`config.mk`:
```
export PLATFORM = sky130hd
export DESIGN_NAME = merge_cell
export DESIGN_NICKNAME = d
export VERILOG_FILES = /design/src/rtl/mc_pkg.sv /design/src/rtl/mc_srl_fifo.sv /design/src/rtl/mc_pick.sv /design/src/rtl/mc_out_reg.sv /design/src/rtl/merge_cell.sv
export SDC_FILE = /design/constraint.sdc
export NUM_CORES = 2
export LEC_CHECK = 0
export ABC_AREA = 1
export BUFFER_PORTS_ARGS = -buffer_cell sky130_fd_sc_hd__buf_2
export CORE_AREA = 10 10 494 496
export DETAILED_ROUTE_END_ITERATION = 10
export DIE_AREA = 0 0 504 506
export PLACE_DENSITY_LB_ADDON = 0.12
export SETUP_SLACK_MARGIN = 0.2
export SLEW_MARGIN = 20
export SYNTH_ARGS = -nofsm -noshare
export SYNTH_HDL_FRONTEND = slang
export SYNTH_SLANG_ARGS = --single-unit
```
`constraint.sdc`:
```
create_clock -name clk -period 35.7 [get_ports clk]
set_input_delay 5.355 -clock clk [delete_from_list [all_inputs] [get_ports clk]]
set_output_delay 5.355 -clock clk [all_outputs]
set_load 0.1 [all_outputs]
```
`src/rtl/mc_pkg.sv`:
```
package mc_pkg;
  typedef enum logic {
    PICK_B = 1'b0,
    PICK_A = 1'b1
  } pick_e;
endpackage

```
`src/rtl/mc_srl_fifo.sv`:
```
module mc_srl_fifo #(
  parameter int KEY_W = 32,
  parameter int DEPTH = 16
) (
  input  logic             clk,
  input  logic             rst_n,
  input  logic             push,
  input  logic [KEY_W-1:0] din_key,
  input  logic             din_last,
  input  logic             pop,
  output logic             not_full,
  output logic             not_empty,
  output logic [KEY_W-1:0] head_key,
  output logic             head_last,
  output logic [KEY_W-1:0] nxt_key
);
  localparam int AW = (DEPTH > 1) ? $clog2(DEPTH) : 1;
  localparam int CW = $clog2(DEPTH + 1);
  localparam int EW = KEY_W + 1;

  logic [EW-1:0] mem [DEPTH];
  logic [CW-1:0] cnt_q, cnt_d;
  logic [AW-1:0] hidx;
  logic [EW-1:0] nxt_ent;

  // shift register storage: entry 0 always receives the newest word
  always_ff @(posedge clk) begin
    if (push) begin
      mem[0] <= {din_last, din_key};
      for (int i = 1; i < DEPTH; i++) mem[i] <= mem[i-1];
    end
  end

  always_comb begin
    cnt_d = cnt_q;
    if (push && !pop)      cnt_d = cnt_q + CW'(1);
    else if (pop && !push) cnt_d = cnt_q - CW'(1);
  end

  always_ff @(posedge clk or negedge rst_n) begin
    if (!rst_n)            cnt_q <= '0;
    else if (push || pop)  cnt_q <= cnt_d;
  end

  assign not_full  = (cnt_q != CW'(DEPTH));
  assign not_empty = (cnt_q != '0);
  assign hidx      = not_empty ? AW'(cnt_q - CW'(1)) : '0;
  assign {head_last, head_key} = mem[hidx];

  // entry that will sit at the head after this cycle's push and pop
  always_comb begin
    nxt_ent = '0;
    if (cnt_d != '0) begin
      if (push) begin
        if (cnt_d == CW'(1)) nxt_ent = {din_last, din_key};
        else                 nxt_ent = mem[AW'(cnt_d - CW'(2))];
      end else begin
        nxt_ent = mem[AW'(cnt_d - CW'(1))];
      end
    end
  end
  assign nxt_key = nxt_ent[KEY_W-1:0];
endmodule

```
`src/rtl/mc_pick.sv`:
```
module mc_pick
  import mc_pkg::*;
#(
  parameter int KEY_W = 32
) (
  input  logic             clk,
  input  logic             rst_n,
  input  logic             upd,
  input  logic [KEY_W-1:0] key_a,
  input  logic [KEY_W-1:0] key_b,
  output pick_e            pick_q
);
  pick_e pick_d;

  // single comparator; ties go to side A
  assign pick_d = (key_a <= key_b) ? PICK_A : PICK_B;

  always_ff @(posedge clk or negedge rst_n) begin
    if (!rst_n)   pick_q <= PICK_B;
    else if (upd) pick_q <= pick_d;
  end
endmodule

```
`src/rtl/mc_out_reg.sv`:
```
module mc_out_reg #(
  parameter int KEY_W = 32
) (
  input  logic             clk,
  input  logic             rst_n,
  input  logic             adv,
  input  logic             load,
  input  logic [KEY_W-1:0] key_in,
  input  logic             last_in,
  output logic             vld_q,
  output logic [KEY_W-1:0] key_q,
  output logic             last_q
);
  always_ff @(posedge clk or negedge rst_n) begin
    if (!rst_n)   vld_q <= 1'b0;
    else if (adv) vld_q <= load;
  end

  always_ff @(posedge clk or negedge rst_n) begin
    if (!rst_n) begin
      key_q  <= '0;
      last_q <= 1'b0;
    end else if (adv && load) begin
      key_q  <= key_in;
      last_q <= last_in;
    end
  end
endmodule

```
`src/rtl/merge_cell.sv`:
```
module merge_cell
  import mc_pkg::*;
#(
  parameter int KEY_W = 32,
  parameter int DEPTH = 16
) (
  input  logic             clk,
  input  logic             rst_n,
  input  logic             a_valid,
  output logic             a_ready,
  input  logic [KEY_W-1:0] a_key,
  input  logic             a_last,
  input  logic             b_valid,
  output logic             b_ready,
  input  logic [KEY_W-1:0] b_key,
  input  logic             b_last,
  output logic             m_valid,
  input  logic             m_ready,
  output logic [KEY_W-1:0] m_key,
  output logic             m_last
);
  localparam int NSIDE = 2;
  localparam int SA = 0;
  localparam int SB = 1;

  logic [NSIDE-1:0] in_vld, in_lst, push, pop, rdy, ne;
  logic [KEY_W-1:0] in_key [NSIDE];
  logic [KEY_W-1:0] hd_key [NSIDE];
  logic [KEY_W-1:0] nx_key [NSIDE];
  logic [NSIDE-1:0] hd_lst;

  assign in_vld = {b_valid, a_valid};
  assign in_lst = {b_last, a_last};
  assign in_key[SA] = a_key;
  assign in_key[SB] = b_key;

  for (genvar s = 0; s < NSIDE; s++) begin : g_side
    assign push[s] = in_vld[s] && rdy[s];
    mc_srl_fifo #(.KEY_W(KEY_W), .DEPTH(DEPTH)) u_fifo (
      .clk       (clk),
      .rst_n     (rst_n),
      .push      (push[s]),
      .din_key   (in_key[s]),
      .din_last  (in_lst[s]),
      .pop       (pop[s]),
      .not_full  (rdy[s]),
      .not_empty (ne[s]),
      .head_key  (hd_key[s]),
      .head_last (hd_lst[s]),
      .nxt_key   (nx_key[s])
    );
  end

  assign a_ready = rdy[SA];
  assign b_ready = rdy[SB];

  pick_e pick_q;
  logic  adv, avail_a, avail_b, take_a, take_b, fin;
  logic  done_a_q, done_b_q, done_a_d, done_b_d;
  logic  [KEY_W-1:0] sel_key;

  mc_pick #(.KEY_W(KEY_W)) u_pick (
    .clk    (clk),
    .rst_n  (rst_n),
    .upd    (|push || |pop),
    .key_a  (nx_key[SA]),
    .key_b  (nx_key[SB]),
    .pick_q (pick_q)
  );

  // selection, pop and end-of-batch bookkeeping
  always_comb begin
    adv     = !m_valid || m_ready;
    avail_a = ne[SA] && !done_a_q;
    avail_b = ne[SB] && !done_b_q;
    take_a  = adv && avail_a && (avail_b ? (pick_q == PICK_A) : done_b_q);
    take_b  = adv && avail_b && (avail_a ? (pick_q == PICK_B) : done_a_q);
    fin     = (take_a && hd_lst[SA] && done_b_q) ||
              (take_b && hd_lst[SB] && done_a_q);
    done_a_d = done_a_q;
    done_b_d = done_b_q;
    if (fin) begin
      done_a_d = 1'b0;
      done_b_d = 1'b0;
    end else begin
      if (take_a && hd_lst[SA]) done_a_d = 1'b1;
      if (take_b && hd_lst[SB]) done_b_d = 1'b1;
    end
    sel_key = take_a ? hd_key[SA] : hd_key[SB];
  end

  assign pop = {take_b, take_a};

  always_ff @(posedge clk or negedge rst_n) begin
    if (!rst_n) begin
      done_a_q <= 1'b0;
      done_b_q <= 1'b0;
    end else if (take_a || take_b) begin
      done_a_q <= done_a_d;
      done_b_q <= done_b_d;
    end
  end

  mc_out_reg #(.KEY_W(KEY_W)) u_out (
    .clk     (clk),
    .rst_n   (rst_n),
    .adv     (adv),
    .load    (take_a || take_b),
    .key_in  (sel_key),
    .last_in (fin),
    .vld_q   (m_valid),
    .key_q   (m_key),
    .last_q  (m_last)
  );
endmodule

```
# Word level (Yosys, flattened, before mapping)
# Memory sizes are Yosys's and may differ from the RTL's.
# Cells that the tools add are included.
classes:
  n_mux: 24
  reduce_logical: 40
  addsub: 8
  eq_ne: 4
  order_cmp: 1
  n_div: 0
  shifts: 0
  n_bitwise: 1
  multipliers: 0
ops:
  columns: ["cell", "count"]
  rows:
  - ["2-to-1 mux 32 bit", 7]
  - ["less-or-equal comparator 32 bit", 1]
  - ["2-to-1 mux 5 bit", 4]
  - ["nonzero test 5 bit", 4]
  - ["logical AND 1 bit", 17]
  - ["2-to-1 mux 1 bit", 11]
  - ["adder 5 x 1 -> 5 bit (second input constant)", 2]
  - ["equality test 5 x 1 -> 1 bit (second input constant)", 2]
  - ["!= test 5 bit (second input constant)", 2]
  - ["subtractor 5 x 1 -> 5 bit (second input constant)", 2]
  - ["2-to-1 mux 4 bit", 2]
  - ["subtractor 4 x 1 -> 4 bit (second input constant)", 2]
  - ["subtractor 4 x 2 -> 4 bit (second input constant)", 2]
  - ["zero test 1 bit", 7]
  - ["logical OR 1 bit", 6]
  - ["AND reduction 2 bit", 2]
  - ["nonzero test 2 bit", 2]
  - ["OR reduction 2 bit", 2]
  - ["inverter 1 bit", 1]
word_totals:
  out_inout_bits: 36
  in_bits: 71
  ram_bits: 1056
  word_cells: 88
  latchBits: 0
  memories: 2
  rom_bits: 0
  ff_bits: 47
mem_list:
  columns: ["name", "depth", "width", "rd", "rd_ports_with_merged_regs", "write_ports", "line", "rtl"]
  rows:
  - ["g_side[0].u_fifo.mem", 16, 33, 18, 0, 16, "mc_srl_fifo.sv:21", "logic [EW-1:0] mem [DEPTH];"]
  - ["g_side[1].u_fifo.mem", 16, 33, 18, 0, 16, "mc_srl_fifo.sv:21", null]

# Depth between registers and ports, before layout
# An unclocked memory read counts as a cell.
logic_depth:
  depth_word: 14
  mapped_depth: 34
  mapped_depth_nobuf: 30

# By module
# A second synthesis with hierarchy kept.
unflattened:
  hier_cells: 8405
  hier_area_um2: 67746.2
modules_own_cells:
  columns: ["mod", "area_per_inst_um2", "cells_each", "n_inst", "seq_area_each_um2"]
  rows:
  - ["mc_srl_fifo at g_side[1].u_fifo", 32377.3, 4056, 1, 15980.3]
  - ["mc_srl_fifo at g_side[0].u_fifo", 32367.3, 3916, 1, 15980.3]
  - ["mc_out_reg", 1422.6, 147, 1, 850.8]
  - ["mc_pick", 912.1, 143, 1, 25.0]
  - ["merge_cell", 666.9, 143, 1, 50.0]

# Worst setup path after synthesis
# Ideal clock, no wire load.
synth_path:
  path_type: "input -> register"
  from: "in a_valid"
  to: "reg u_pick.pick_q"
  setup_time_ns: 0.140
  path_slack_ns: 13.073
  required_ns: 35.560
  path_stages: 16
  arrival_ns: 22.487
  cell_sequence: "nand2_4 > inv_4 > clkbuf_1 > o21ai_0 > inv_1 > nand2_1 > nand3_1 > ha_1 > o21bai_1 > a221oi_1 > o21ai_0 > nand2_1 > o2111ai_1 > nand2_1 > a21oi_1 > o21ai_0"
synth_via:
  elab_chain_len: 12
synth_lines:
  columns: ["item", "line", "rtl"]
  rows:
  - ["start: declaration", "merge_cell.sv:9", "input logic a_valid,"]
  - ["logical AND 1 bit *", "merge_cell.sv:38", "assign push[s] = in_vld[s] && rdy[s];"]
  - ["named net g_side[0].u_fifo.push", "mc_srl_fifo.sv:7", "input logic push,"]
  - ["zero test 1 bit", "mc_srl_fifo.sv:37", "else if (pop && !push) cnt_d = cnt_q - CW'(1);"]
  - ["logical AND 1 bit", "mc_srl_fifo.sv:37", null]
  - ["2-to-1 mux 5 bit", "mc_srl_fifo.sv:37", null]
  - ["2-to-1 mux 5 bit", "mc_srl_fifo.sv:36", "if (push && !pop) cnt_d = cnt_q + CW'(1);"]
  - ["subtractor 4 x 2 -> 4 bit", "mc_srl_fifo.sv:56", "else nxt_ent = mem[AW'(cnt_d - CW'(2))];"]
  - ["memory read (16 x 33 bit)", null, null]
  - ["2-to-1 mux 32 bit", "mc_srl_fifo.sv:55", "if (cnt_d == CW'(1)) nxt_ent = {din_last, din_key};"]
  - ["2-to-1 mux 32 bit", "mc_srl_fifo.sv:54", "if (push) begin"]
  - ["2-to-1 mux 32 bit", "mc_srl_fifo.sv:53", "if (cnt_d != '0) begin"]
  - ["less-or-equal comparator 32 bit", "mc_pick.sv:16", "assign pick_d = (key_a <= key_b) ? PICK_A : PICK_B;"]
  - ["2-to-1 mux 1 bit", "mc_pick.sv:16", null]
  - ["end signal: assignment", "mc_pick.sv:20", "else if (upd) pick_q <= pick_d;"]
  - ["end: declaration", "mc_pick.sv:11", "output pick_e pick_q"]
# Mark *: on every way through the listed nets, which the timed path passes. The rest lies on a longest branch.
# A chain may end at the register's enable or synchronous reset.

# Worst setup path after layout
layout_path:
  from: "in m_ready"
  to: "reg u_pick.pick_q"
layout_via:
  elab_chain_len: 13
layout_lines:
  columns: ["item", "line", "rtl"]
  rows:
  - ["start: declaration", "merge_cell.sv:18", "input logic m_ready,"]
  - ["logical OR 1 bit *", "merge_cell.sv:73", "adv = !m_valid || m_ready;"]
  - ["logical AND 1 bit (on tied branches) (2 in series)", "merge_cell.sv:76, merge_cell.sv:77", null]
  - ["logical AND 1 bit / zero test 1 bit (equally long branches)", "mc_srl_fifo.sv:37, mc_srl_fifo.sv:36", null]
  - ["2-to-1 mux 5 bit / logical AND 1 bit (equally long branches)", "mc_srl_fifo.sv:37, mc_srl_fifo.sv:36", null]
  - ["2-to-1 mux 5 bit", "mc_srl_fifo.sv:36", null]
  - ["subtractor 4 x 2 -> 4 bit", "mc_srl_fifo.sv:56", null]
  - ["memory read (16 x 33 bit)", null, null]
  - ["2-to-1 mux 32 bit", "mc_srl_fifo.sv:55", null]
  - ["2-to-1 mux 32 bit", "mc_srl_fifo.sv:54", null]
  - ["2-to-1 mux 32 bit", "mc_srl_fifo.sv:53", null]
  - ["less-or-equal comparator 32 bit", "mc_pick.sv:16", null]
  - ["2-to-1 mux 1 bit", "mc_pick.sv:16", null]
# Mark *: on every way between the ends. The rest lies on a longest branch, timed or not.

==> reports/qor.yml <==
sta:
  tns_ns: 0
  rsz0062_at_grt: "no"
  drv_slew: 0
  slew_headroom_pct: 16.1
  hold_viol_final: 0
  fmax_mhz: 80.6
  holdWs_ns: 0.430
  setup_violations: 0
  finalCritPeriodShare_pct: 34.8
  period_needed_ns: 12.41
  fin_skew_ns: 0.0333
  max_slew.worst_pin.slew_ns: 1.26
final_layout:
  regArea_mm2: 0.0329
  area_growth_syn_to_layout_pct: 10.8
  multiInputGateArea_mm2: 0.0304
  final_common_cell: "nand2_1"
  layout.nets: 9350
  fillers: 24800
  drive_above_1_share_pct: 5.71
  most-common-layout-cells: "nand2_1, nand3_1, edfxtp_1, inv_1, o21ai_0"
floorplan:
  coreArea_mm2: 0.234
  rows: 178
  start_util_pct: 29.8
  die_h_um: 506
  die_x_um: 504
  die_area_mm2: 0.255
  io_pins: 107
clocking:
  cts_made_buffers: 141
  clock_sinks: 1103
  cts_setup_buffers: 0
  cts_resized: 0
  hold_buffers: 0
  cts-root-buf: "clkbuf_16"
  path_clk_slew_ns: 0.06
  clk_path_buf_depth: 3
  cts_tree: "built"
  clkLatencyLatePin_ns: 0.83
  htree_levels: 4
setup_path:
  startpoint: "m_ready"
  cp_max_fo: 109
  crit_required_ns: 36.42
  crit_type: "in -> reg"
  cp-end-kind: "flip-flop"
  slowest_stage: "nand2_8"
  worst-path-buf-inv: 5
  r2r_start: "g_side[0].u_fifo.cnt_q[0]"
  worstPathArrival_ns: 13.14
  start_kind: "input pin"
  cpPeakStageDelay_ns: 0.79
  worst_path_most_repeated_cell: "nand2_1"
  cp_top_family: "simple AND/OR/NAND/NOR gates"
flow_run:
  maxCapViolations: 0
synth:
  syn_nets: 9642
  ys_seq_elements: 1103
  seq_area_frac_synth_pct: 47.2
  netlist_area_mm2: 0.0697
  synth_warnings: 0
  avgSynthCellArea_um2: 7.31
  synthCells: 9533
  synth.distinct_cells: 47
route:
  drt_iter0_drc: 6438
  via_per_inst: 5.22
  drc: 0
  wl_per_cell_um: 23.1
  routed_wl_mm: 289
  first_pass_iters: 8
  vias: 65200
  drtAntennaViolNets: 0
global_routing:
  grt_max_degree: 206
  overflow: 0
  global_route.usage.met3_pct: 2.69
  grt_usage_pct: 21.7
  grt_pass1_wl_mm: 426
  antenna_found_initial: 6
  top_usage_layer: "met2"
  grt_util_met1_pct: 28.6
  grt_pass1_vias: 62400
  grt_use_met2_pct: 36.5
place:
  portBuffers: 106
  dp_hpwl_mm: 171
  gp_congestion: 0.853
hold_path:
  hp-start: "g_side[0].u_fifo.mem[5][26]"
  min_path_type: "reg -> reg"
status:
  outcome: "finished, final reports clean"
## layout make-up
class	count	share of cell area, %
diodes	5	0.0162
clock buffers	179	5.01
clock inverters	72	0.799
inverters	1021	5.02
multi-input cells	6736	39.3
flip-flops and latches	1103	42.6
well taps	3150	5.10
repair buffers	238	2.12
## cell usage after synthesis, drive strengths merged
| cell type | count | share of area [%] |
|---|---|---|
| nand3b | 2 | 0.022 |
| o21ai | 776 | 5.6 |
| dfrtp | 47 | 1.7 |
| nand2 | 3395 | 18 |
| o211ai | 17 | 0.19 |
| a221oi | 5 | 0.063 |
| o221ai | 159 | 2.0 |
| o311ai | 2 | 0.025 |
| buf | 340 | 2.5 |
| or3 | 1 | 0.0090 |
| and3 | 1 | 0.0090 |
| a21o | 2 | 0.022 |
| o2111ai | 1 | 0.013 |
| or2 | 2 | 0.018 |
| clkbuf | 333 | 1.8 |
| o31ai | 1 | 0.011 |
| nand3 | 1247 | 9.0 |
| o22ai | 94 | 0.84 |
| a211oi | 9 | 0.097 |
| nor2 | 632 | 3.4 |
| nor3 | 63 | 0.45 |
| a22oi | 1 | 0.011 |
| xor2 | 10 | 0.13 |
| o21bai | 1 | 0.011 |
| xnor2 | 4 | 0.050 |
| nor4 | 2 | 0.018 |
| inv | 1017 | 5.5 |
| nand4 | 11 | 0.099 |
| clkinv | 4 | 0.022 |
| ha | 38 | 0.68 |
| a21oi | 260 | 1.9 |
| edfxtp | 1056 | 45 |
## through the flow
step | instance area, um^2 | setup slack (ns) | std cells | util (%)
5_1_grt | 77200 | 22.87 | 12500 | 33.0
2_1_floorplan | 69700 | 13.07 | 9533 | -
3_5_place_dp | 72700 | 22.43 | 12200 | 31.1
4_1_cts | 77200 | 23.27 | 12500 | 33.0
6_report | 77200 | 23.29 | 12500 | 33.0
3_3_place_gp | 72700 | 22.34 | 12200 | 31.1
## sequential cells by signal, summed over array words and instances, names as in the netlist
register,cells
u_out.key_q,32
done_a_q,1
g_side.u_fifo.mem,1056
g_side.u_fifo.cnt_q,10
done_b_q,1
u_out.last_q,1
u_out.vld_q,1
u_pick.pick_q,1
## final timing paths
path                                                    end  slack (ns)  cells after the start
min in group asynchronous                   u_out.key_q[20]        4.69                      2
worst max-delay path                          u_pick.pick_q       23.29                     30
max in group asynchronous                   u_out.key_q[23]       30.34                      2
worst min register to register  g_side[0].u_fifo.mem[6][26]        0.43                      0
worst max register to register                u_pick.pick_q       26.36                     29
worst min-delay path            g_side[0].u_fifo.mem[6][26]        0.43                      0
## routing by layer
| layer | vias to the layer above | wire length (um) |
|---|---|---|
| li1 | 30800 | - |
| met5 | - | 54 |
| met3 | 528 | 17400 |
| met2 | 2411 | 136000 |
| met1 | 31500 | 125000 |
| met4 | 8 | 11200 |
## cells by family (layout without fill, tap and decap cells)
group | count (synthesis) | in the layout | share of synthesized area [%]
simple gates | 5356 | 5356 | 31.5
buf+inv | 1694 | 1510 | 9.79
compound gates | 1328 | 1328 | 10.7
flops | 1103 | 1103 | 47.2
fa+ha+maj | 38 | 38 | 0.682
xor+xnor | 14 | 14 | 0.176
other cells | 0 | 5 | 0
## worst reg2reg max path: cells and delay by family, from the launching register on
family          cells  cell delay, ns
simple gates       19            5.84
buf+inv             4            1.65
fa+ha+maj           2            0.68
flops               1            0.54
compound gates      4            0.54
Power is left out: the tool's default activity adds up to more than one toggle a clock period on the data nets, which glitch-free logic cannot reach.
